**src/rtl/sline_pkg.sv**
```systemverilog
package sline_pkg;

  typedef enum logic [3:0] {
    ST_IDLE, ST_TXS, ST_TXB, ST_ECHO, ST_WAIT, ST_HDR, ST_DAT, ST_CRC, ST_DONE
  } st_e;

  // generator x^4 + x^2 + x + 1, top term implied
  localparam logic [3:0] CRC_POLY = 4'h7;

  function automatic logic [3:0] crc4_step(input logic [3:0] c, input logic b);
    logic fb;
    fb = c[3] ^ b;
    return {c[2:0], 1'b0} ^ (fb ? CRC_POLY : 4'h0);
  endfunction

  // active-low line: logical value to wire level and back
  function automatic logic to_wire(input logic b);
    return ~b;
  endfunction

endpackage

```
**src/rtl/sline_bitclk.sv**
```systemverilog
module sline_bitclk #(
  parameter int HALF = 2
) (
  input  logic clk,
  input  logic rst_n,
  input  logic run,
  output logic lclk,
  output logic bit_end
);
  localparam int PER = 2 * HALF;
  localparam int PW  = (PER > 2) ? $clog2(PER) : 1;

  logic [PW-1:0] ph;

  always_ff @(posedge clk or negedge rst_n) begin
    if (!rst_n)                   ph <= '0;
    else if (!run)                ph <= '0;
    else if (ph == PW'(PER - 1))  ph <= '0;
    else                          ph <= ph + 1'b1;
  end

  assign lclk    = !run || (ph >= PW'(HALF));
  assign bit_end = run && (ph == PW'(PER - 1));
endmodule

```
**src/rtl/sline_sync2.sv**
```systemverilog
module sline_sync2 (
  input  logic clk,
  input  logic rst_n,
  input  logic d,
  output logic q
);
  logic s1;
  always_ff @(posedge clk or negedge rst_n) begin
    if (!rst_n) begin
      s1 <= 1'b1;
      q  <= 1'b1;
    end else begin
      s1 <= d;
      q  <= s1;
    end
  end
endmodule

```
**src/rtl/sline_crc4.sv**
```systemverilog
module sline_crc4 import sline_pkg::*; (
  input  logic       clk,
  input  logic       rst_n,
  input  logic       clr,
  input  logic       en,
  input  logic       din,
  output logic [3:0] nxt
);
  logic [3:0] crc_r;
  assign nxt = crc4_step(crc_r, din);

  always_ff @(posedge clk or negedge rst_n) begin
    if (!rst_n)   crc_r <= '0;
    else if (clr) crc_r <= '0;
    else if (en)  crc_r <= nxt;
  end
endmodule

```
**src/rtl/sline_xcvr.sv**
```systemverilog
module sline_xcvr import sline_pkg::*; #(
  parameter  int FRAME_W    = 64,
  parameter  int DATA_BYTES = 4,
  parameter  int HALF       = 2,
  parameter  int ECHO_BITS  = 16,
  parameter  int WAIT_MAX   = 1000,
  localparam int LEN_W      = $clog2(FRAME_W + 1),
  localparam int DATA_W     = 8 * DATA_BYTES,
  localparam int BYT_W      = $clog2(DATA_BYTES + 1)
) (
  input  logic              clk,
  input  logic              rst_n,
  input  logic              start,
  input  logic [FRAME_W-1:0] tx_frame,
  input  logic [LEN_W-1:0]  tx_len,
  input  logic [BYT_W-1:0]  rx_bytes,
  output logic              link_clk,
  output logic              link_dat_o,
  input  logic              link_dat_i,
  output logic              link_dir,
  output logic              done,
  output logic [1:0]        rsp_tag,
  output logic [DATA_W-1:0] rsp_data,
  output logic              crc_err,
  output logic              timeout
);
  localparam int CNT_W = $clog2(WAIT_MAX + FRAME_W + DATA_W + ECHO_BITS + 1);

  st_e               st;
  logic [CNT_W-1:0]  cnt;
  logic [FRAME_W-1:0] frame_q;
  logic [LEN_W-1:0]  len_q;
  logic [BYT_W-1:0]  bytes_q;
  logic [1:0]        tag_q;
  logic [DATA_W-1:0] data_q;
  logic              crc_err_q, to_q;

  // named internal events (used by the bound checker)
  logic       bit_end, run, line_s, rx_bit, acc, idle_w, in_wait, rx_phase;
  logic       crc_en;
  logic [1:0] hdr_tag;
  logic [3:0] crc_nx;

  assign idle_w   = (st == ST_IDLE);
  assign acc      = idle_w && start;
  assign run      = !(st == ST_IDLE || st == ST_DONE);
  assign in_wait  = (st == ST_WAIT);
  assign rx_phase = (st == ST_WAIT) || (st == ST_HDR) || (st == ST_DAT) || (st == ST_CRC);
  assign rx_bit   = to_wire(line_s);        // undo active-low on receive
  assign hdr_tag  = {tag_q[0], rx_bit};
  assign crc_en   = bit_end && ((in_wait && rx_bit) || st == ST_HDR ||
                                st == ST_DAT || st == ST_CRC);

  sline_bitclk #(.HALF(HALF)) u_bclk (
    .clk(clk), .rst_n(rst_n), .run(run), .lclk(link_clk), .bit_end(bit_end)
  );

  sline_sync2 u_sync (.clk(clk), .rst_n(rst_n), .d(link_dat_i), .q(line_s));

  sline_crc4 u_crc (
    .clk(clk), .rst_n(rst_n), .clr(acc), .en(crc_en), .din(rx_bit), .nxt(crc_nx)
  );

  // line drive (R1 idle, R2 start/frame, R3 echo and turnaround)
  always_comb begin
    link_dir   = !rx_phase;
    link_dat_o = 1'b1;
    case (st)
      ST_TXS:  link_dat_o = to_wire(1'b1);
      ST_TXB:  link_dat_o = to_wire(frame_q[cnt]);
      default: link_dat_o = 1'b1;
    endcase
  end

  always_ff @(posedge clk or negedge rst_n) begin
    if (!rst_n) begin
      st <= ST_IDLE; cnt <= '0; frame_q <= '0; len_q <= '0; bytes_q <= '0;
      tag_q <= '0; data_q <= '0; crc_err_q <= 1'b0; to_q <= 1'b0;
    end else begin
      case (st)
        ST_IDLE: if (start) begin                     // only here
          frame_q <= tx_frame; len_q <= tx_len; bytes_q <= rx_bytes;
          tag_q <= '0; data_q <= '0; crc_err_q <= 1'b0; to_q <= 1'b0;
          st <= ST_TXS;
        end
        ST_TXS: if (bit_end) begin
          if (len_q == '0) begin
            st <= ST_ECHO; cnt <= CNT_W'(ECHO_BITS - 1);
          end else begin
            st <= ST_TXB; cnt <= CNT_W'(len_q) - CNT_W'(1);
          end
        end
        ST_TXB: if (bit_end) begin
          if (cnt == '0) begin
            st <= ST_ECHO; cnt <= CNT_W'(ECHO_BITS - 1);
          end else cnt <= cnt - 1'b1;
        end
        ST_ECHO: if (bit_end) begin
          if (cnt == '0) begin st <= ST_WAIT; cnt <= '0; end
          else cnt <= cnt - 1'b1;
        end
        ST_WAIT: if (bit_end) begin
          if (rx_bit) begin
            st <= ST_HDR; cnt <= CNT_W'(3);
          end else if (cnt == CNT_W'(WAIT_MAX - 1)) begin
            st <= ST_DONE; to_q <= 1'b1;
          end else cnt <= cnt + 1'b1;
        end
        ST_HDR: if (bit_end) begin
          tag_q <= hdr_tag;
          if (cnt == '0) begin
            if (hdr_tag == 2'd0 && bytes_q != '0) begin
              st <= ST_DAT; cnt <= (CNT_W'(bytes_q) << 3) - CNT_W'(1);
            end else begin
              st <= ST_CRC; cnt <= CNT_W'(3);
            end
          end else cnt <= cnt - 1'b1;
        end
        ST_DAT: if (bit_end) begin
          data_q <= {data_q[DATA_W-2:0], rx_bit};
          if (cnt == '0) begin st <= ST_CRC; cnt <= CNT_W'(3); end
          else cnt <= cnt - 1'b1;
        end
        ST_CRC: if (bit_end) begin
          if (cnt == '0) begin
            st <= ST_DONE; crc_err_q <= (crc_nx != 4'h0);
          end else cnt <= cnt - 1'b1;
        end
        default: st <= ST_IDLE;                       // ST_DONE
      endcase
    end
  end

  assign done     = (st == ST_DONE);
  assign rsp_tag  = tag_q;
  assign rsp_data = data_q;
  assign crc_err  = crc_err_q;
  assign timeout  = to_q;
endmodule

```
**config.mk**
```make
export PLATFORM = sky130hd
export DESIGN_NAME = sline_xcvr
export DESIGN_NICKNAME = d
export VERILOG_FILES = /design/src/rtl/sline_pkg.sv /design/src/rtl/sline_bitclk.sv /design/src/rtl/sline_sync2.sv /design/src/rtl/sline_crc4.sv /design/src/rtl/sline_xcvr.sv
export SDC_FILE = /design/constraint.sdc
export NUM_CORES = 1
export LEC_CHECK = 0
export ABC_AREA = 1
export ABC_CLOCK_PERIOD_IN_PS = 2500
export CORE_MARGIN = 10
export CORE_UTILIZATION = 54
export CTS_CLUSTER_SIZE = 10
export DETAILED_ROUTE_END_ITERATION = 8
export PLACE_DENSITY_LB_ADDON = 0.05
export SLEW_MARGIN = 20
export SYNTH_ARGS = -nofsm -noshare
export SYNTH_HDL_FRONTEND = slang
export SYNTH_HIERARCHICAL = 1
export SYNTH_SLANG_ARGS = --single-unit
export TNS_END_PERCENT = 30
```
**constraint.sdc**
```tcl
create_clock -name clk -period 2.5 [get_ports clk]
set_input_delay 0.25 -clock clk [delete_from_list [all_inputs] [get_ports clk]]
set_output_delay 0.25 -clock clk [all_outputs]
set_load 0.02 [all_outputs]
```
## Word level (Yosys, flattened, before mapping)

Index checks and enable logic that the tools add are counted.

- Flip-flop bits (word level): 133
- Word-level logic and storage cells: 143

- $add $sub $neg: 5
- Magnitude comparators: 2
- Eq/ne operators: 28
- Multiplexer cells: 57
- Bitwise logic cells: 4
- Reductions and logical operators: 34

Operators with widths:

| operator | number |
|---|---|
| $mux W11 | 16 |
| $pmux W11 S7 | 1 |
| $mux W4 | 17 |
| $mux W32 | 2 |
| $pmux W32 S2 | 1 |
| $pmux W4 S8 | 1 |
| $ne A2 B2 Y1 const B | 11 |
| $eq A4 B3 Y1 const B | 4 |
| $reduce_and A14 Y1 | 1 |
| $add A11 B1 Y11 const B | 1 |
| $eq A11 B10 Y1 const B | 1 |
| $logic_not A11 Y1 | 1 |
| $lt A11 B7 Y1 const B | 1 |
| $sub A11 B1 Y11 const B | 1 |
| $ne A2 B1 Y1 const B | 5 |
| $reduce_and A10 Y1 | 1 |
| $reduce_bool A2 Y1 | 5 |
| $mux W1 | 9 |
| $eq A4 B2 Y1 const B | 2 |
| $logic_or A1 B1 Y1 | 8 |
| $mux W2 | 4 |
| $sub A7 B1 Y8 const B | 1 |
| $logic_not A7 Y1 | 1 |
| $reduce_bool A7 Y1 | 1 |
| other kinds (24) | 34 |

## Depth between registers and ports, before layout

- Word-level depth: 8
- Depth in mapped cells: 16

## Modules after synthesis

The synthesis kept the hierarchy.

Modules (own cells, without submodules):

| module | times used | cells an instance | area each (um^2) | sequential area each (um^2) |
|---|---|---|---|---|
| sline_xcvr | 1 | 940 | 6729.0 | 3128.0 |
| sline_crc4 | 1 | 32 | 231.5 | 100.1 |
| sline_bitclk | 1 | 12 | 105.1 | 50.0 |
| sline_sync2 | 1 | 2 | 52.6 | 52.6 |

## Least setup slack after synthesis

OpenSTA, ideal clock, no wires.

- Kind: flip-flop to flip-flop
- From: register cnt[1]
- To: register cnt[8]
- Library setup time: 0.113 ns
- Arrival: 1.910 ns
- Required time: 2.387 ns
- Path slack: 0.477 ns
- Stages on the path, launching flop included: 15
- Path through: dfrtp_1 -> clkinv_1 -> buf_1 -> ha_1 -> inv_1 -> nor2_1 -> nand3_1 -> nor2_4 -> nor2_1 -> nor2_2 -> nand3_1 -> nand2_1 -> nand3_1 -> nand2_1 -> inv_1

- Word-level cells in the longest chain between the ends: 5

Ends and longest elaborated chain:

| item | RTL line | text |
|---|---|---|
| from (decl) | sline_xcvr.sv:30 | `logic [CNT_W-1:0] cnt;` |
| from (signal assigned) | sline_xcvr.sv:96 | `end else cnt <= cnt - 1'b1;` |
| from (signal assigned) | sline_xcvr.sv:100 | `else cnt <= cnt - 1'b1;` |
| from (signal assigned) | sline_xcvr.sv:107 | `end else cnt <= cnt + 1'b1;` |
| $add A11 B1 Y11 | sline_xcvr.sv:107 |  |
| $mux W11 | sline_xcvr.sv:105 | `end else if (cnt == CNT_W'(WAIT_MAX - 1)) begin` |
| $mux W11 | sline_xcvr.sv:103 | `if (rx_bit) begin` |
| $mux W11 | sline_xcvr.sv:102 | `ST_WAIT: if (bit_end) begin` |
| $pmux W11 S7 | sline_xcvr.sv:80 | `case (st)` |

Parallel ways exist; a longest one is shown, timed or not. The select of a mux whose other input is x is not followed.
A chain may end at the register's enable or synchronous reset.

## Worst setup path in the final report

- From: register cnt[0]
- To: output link_dat_o

- Word-level cells in the longest chain between the ends: 4

Ends and longest elaborated chain:

| item | RTL line | text |
|---|---|---|
| $bmux W1 S6 | sline_xcvr.sv:70 | `ST_TXB: link_dat_o = to_wire(frame_q[cnt]);` |
| $mux W1 (not written as such) | sline_xcvr.sv:70 |  |
| $not A1 Y1 | sline_pkg.sv:18 | `return ~b;` |
| $pmux W1 S2 | sline_xcvr.sv:68 | `case (st)` |
| to (decl) | sline_xcvr.sv:18 | `output logic link_dat_o,` |

No other way between the ends. The select of a mux whose other input is x is not followed.

==> results by group <==
Outcome
  – Run status: finished, final reports clean

Global route
  – Total grt overflow: 0
  – Gr usage total: 0.2205
  – First-pass GRT wire length: 32.40 mm
  – Initial antenna violation count: 0
  – Pin count of the biggest net entering global routing: 66
  – Number of global-route vias before repair: 6,703

STA
  – Clk_skew: 13.20 ps
  – RSZ-0062 raised after global routing: false
  – Final Slew Violations: 0
  – Final setup TNS: 0 ps
  – Fin. Hold Viols: 0
  – Relative max-transition margin: 0.5548
  – Final period util: 0.9190
  – Maximum clock rate: 435.2 MHz
  – Setup violators final: 0
  – Actual slew at the worst max-slew pin: 667.8 ps
  – Crit path time final: 2298 ps

Synth
  – Synthesized area: 0.007118 mm2
  – Synthesized flop and latch total: 133
  – Seq/Total Area, Yosys: 0.4679
  – Netlist cell types: 36
  – Synth warn: 6
  – Synth top area cells: dfrtp_1 46%, nand2_1 21%, nand3_1 8.6%
  – Post-Syn Area per Cell: 7.219 um2
  – Post-synth top area share: 0.4605
  – Post-Syn Instances: 986
  – Synth area leader: dfrtp_1
  – Syn_nets: 1,072

Floorplan
  – Row count: 41
  – IO Pins: 118
  – Placeable core region: 0.01277 mm2
  – Initial Util: 0.5573
  – Die H: 134.8 um
  – Die Width: 134.8 um
  – Die area: 0.01817 mm2

Worst setup path
  – Endpoint type of the worst setup path: output port
  – Slack of the worst reg-to-reg path: 260 ps
  – Worst EP required: 2250 ps
  – Worst R2R Path Depth: 15
  – Cell class contributing the biggest share of worst-path delay: simple AND/OR/NAND/NOR gates
  – Cells along the critical path: inv_2, buf_4, nand2_1, nand3_1, nand3_1, nand3_1, nand3_1, nand2_1, nand2_1, nor2_1, nor2_1, clkbuf_2
  – Critical path type: flop to output port
  – CP max-delay cell: dfrtp_1
  – Crit path arrival time: 2050 ps
  – Buffers & Inverters on Critical Path: 3
  – Worst r2r src: cnt[1]$_DFFE_PN0P_
  – Most used cell, CP: nand3_1
  – Crit start category: flop
  – CP max FO: 16
  – CP peak stage delay: 410 ps
  – RR Endpoint: cnt[10]$_DFFE_PN0P_

Cells and area
  – Most common cell after layout, fill and taps aside: nand2_1
  – # diodes: 0
  – Final Util: 0.7201
  – Most frequent cells in the layout: 398 x nand2_1, 131 x dfrtp_1, 123 x nand3_1
  – Layout Area Growth over Synthesis: 29.21%
  – Layout Nets: 1,191
  – Layout cells sized above 1: 0.07513

Power
  – P_leak: 4.511 nW
  – Power Total: 11.10 mW
  – VDD IR max: 611.7 uV
  – PD cells: 1207 mW/mm2

Routing
  – Vias: 6,653
  – Avg WL per Cell: 15.07 um
  – Vias per cell: 5.157
  – Uppermost routed layer: met4
  – M1 wire length: 8.617 mm
  – DRT Pass-1 Iters: 5
  – Final WL: 19.45 mm
  – Met3 WL post-DR: 1.434 mm
  – DR WL met2: 8.894 mm
  – Post-route DRC: 0
  – Initial DRC count: 568
  – Post-route ant nets: 0

Worst hold path
  – Hold EP: u_sync/s1$_DFF_PN1_
  – Hold Path Cell Cnt: 1
  – Hold path start: link_dat_i
  – Worst min path class: input pin to flop

Clock network
  – Maximum buffer depth of the clock tree: 2
  – Worst-skew pair later-pin latency: 430 ps
  – Num CTS Buffers: 17
  – CTS clock-pin slew for the worst setup and hold paths: 60 ps
  – H-tree depth: 4
  – Root buffer cell: clkbuf_16
  – CTS tree: built
  – CTS Sinks: 133

Placed design
  – Detailed placement HPWL: 13.94 mm
  – Port bufs: 117
  – Final Wtd Congestion: 0.9367

Run
  – Max Cap Violations: 0
==> cell families (layout without fill, tap and decap cells) <==
logic type / count (synthesis) / after routing / synth area share
buffers and inverters: 141 / 273 / 0.08367
and+or+nand+nor: 608 / 608 / 0.3572
adders and majority gates: 8 / 8 / 0.01406
AOI/OAI and AO/OA: 85 / 85 / 0.06363
xor gates and xnor gates: 11 / 11 / 0.01353
DFF: 133 / 133 / 0.4679
==> per-layer routing <==
| metal | track usage | vias up |
|---|---|---|
| li1 | - | 3333 |
| met5 | 0 | - |
| met2 | 0.3337 | 211 |
| met1 | 0.2811 | 3066 |
| met3 | 0.07344 | 43 |
| met4 | 0.09674 | 0 |
==> area by class of cell <==
class / count / area [um2]
Clock buffer: 19 / 442.9
Clock inverter: 13 / 217.7
Fill cell: 1042 / 3576
Inverter: 98 / 370.4
Multi-Input combinational cell: 712 / 3202
Sequential cell: 133 / 3331
Tap cell: 172 / 215.2
Timing Repair Buffer: 143 / 1419
==> worst max path at each step <==
| stage | from | end | slack, ps | depth (start not counted) |
|---|---|---|---|---|
| floorplan | cnt[1]$_DFFE_PN0P_ | cnt[8]$_DFFE_PN0P_ | 480 | 14 |
| global placement | cnt[0]$_DFFE_PN0P_ | link_dat_o | 300 | 14 |
| detailed placement | cnt[0]$_DFFE_PN0P_ | link_dat_o | 260 | 14 |
| CTS | cnt[0]$_DFFE_PN0P_ | link_dat_o | 7 | 14 |
| global route | cnt[0]$_DFFE_PN0P_ | link_dat_o | 30 | 14 |
| finish | cnt[0]$_DFFE_PN0P_ | link_dat_o | 200 | 12 |
==> Yosys cell counts (all sizes together) <==
library cell and count:
a21oi 11, a211oi 1, dfrtp 131, buf 28
dfstp 2, nand2 400, a22oi 1, o41ai 1
clkbuf 15, a31oi 1, ha 8, o21ai 65
clkinv 1, nand3b 2, o22ai 2, xor2 11
and2 2, nor2 68, nand3 124, nand4 4
and3 1, inv 97, nor3 7, o211ai 3
==> flip-flops by register name (all words and copies together) (netlist names) <==
name and cells:
bytes_q 3, cnt 11, crc_err 1, frame_q 64, len_q 7, rsp_data 32, rsp_tag 2, st 4
timeout 1, u_bclk/ph 2, u_crc/crc_r 4, u_sync/q 1, u_sync/s1 1
==> what timing repair did <==
action / CTS / global route
hold endpoints to repair: 37 / 0
hold buffers: 1 / 0
resized for setup: 1 / 4
gates cloned: 0 / 0
setup buffers: 0 / 0
pin swaps: 0 / 0
endpoints found under the setup margin: 1 / 1
==> metrics by stage <==
step | cell area [um2] | instances | setup WS, ps | hold WS (ps)
finish | 9198 | 1290 | 202.4 | 227.4
global route | 9198 | 1290 | 29.66 | 217.3
CTS | 9194 | 1290 | 7.417 | 215.9
detailed placement | 8524 | 1257 | 257.9 | 258.9
global placement | 8524 | 1257 | 295.5 | 258.4
floorplan | 7118 | 986 | 477.2 | -45.59
==> power breakdown <==
| part | leakage, nW | internal (mW) | switching [mW] |
|---|---|---|---|
| clock | 0.321 | 1.81 | 0.989 |
| combinational | 2.49 | 1.75 | 3.03 |
| sequential | 1.70 | 2.92 | 0.603 |
| total | 4.51 | 6.48 | 4.62 |
Note: power is estimated with default switching activity, not from simulation.
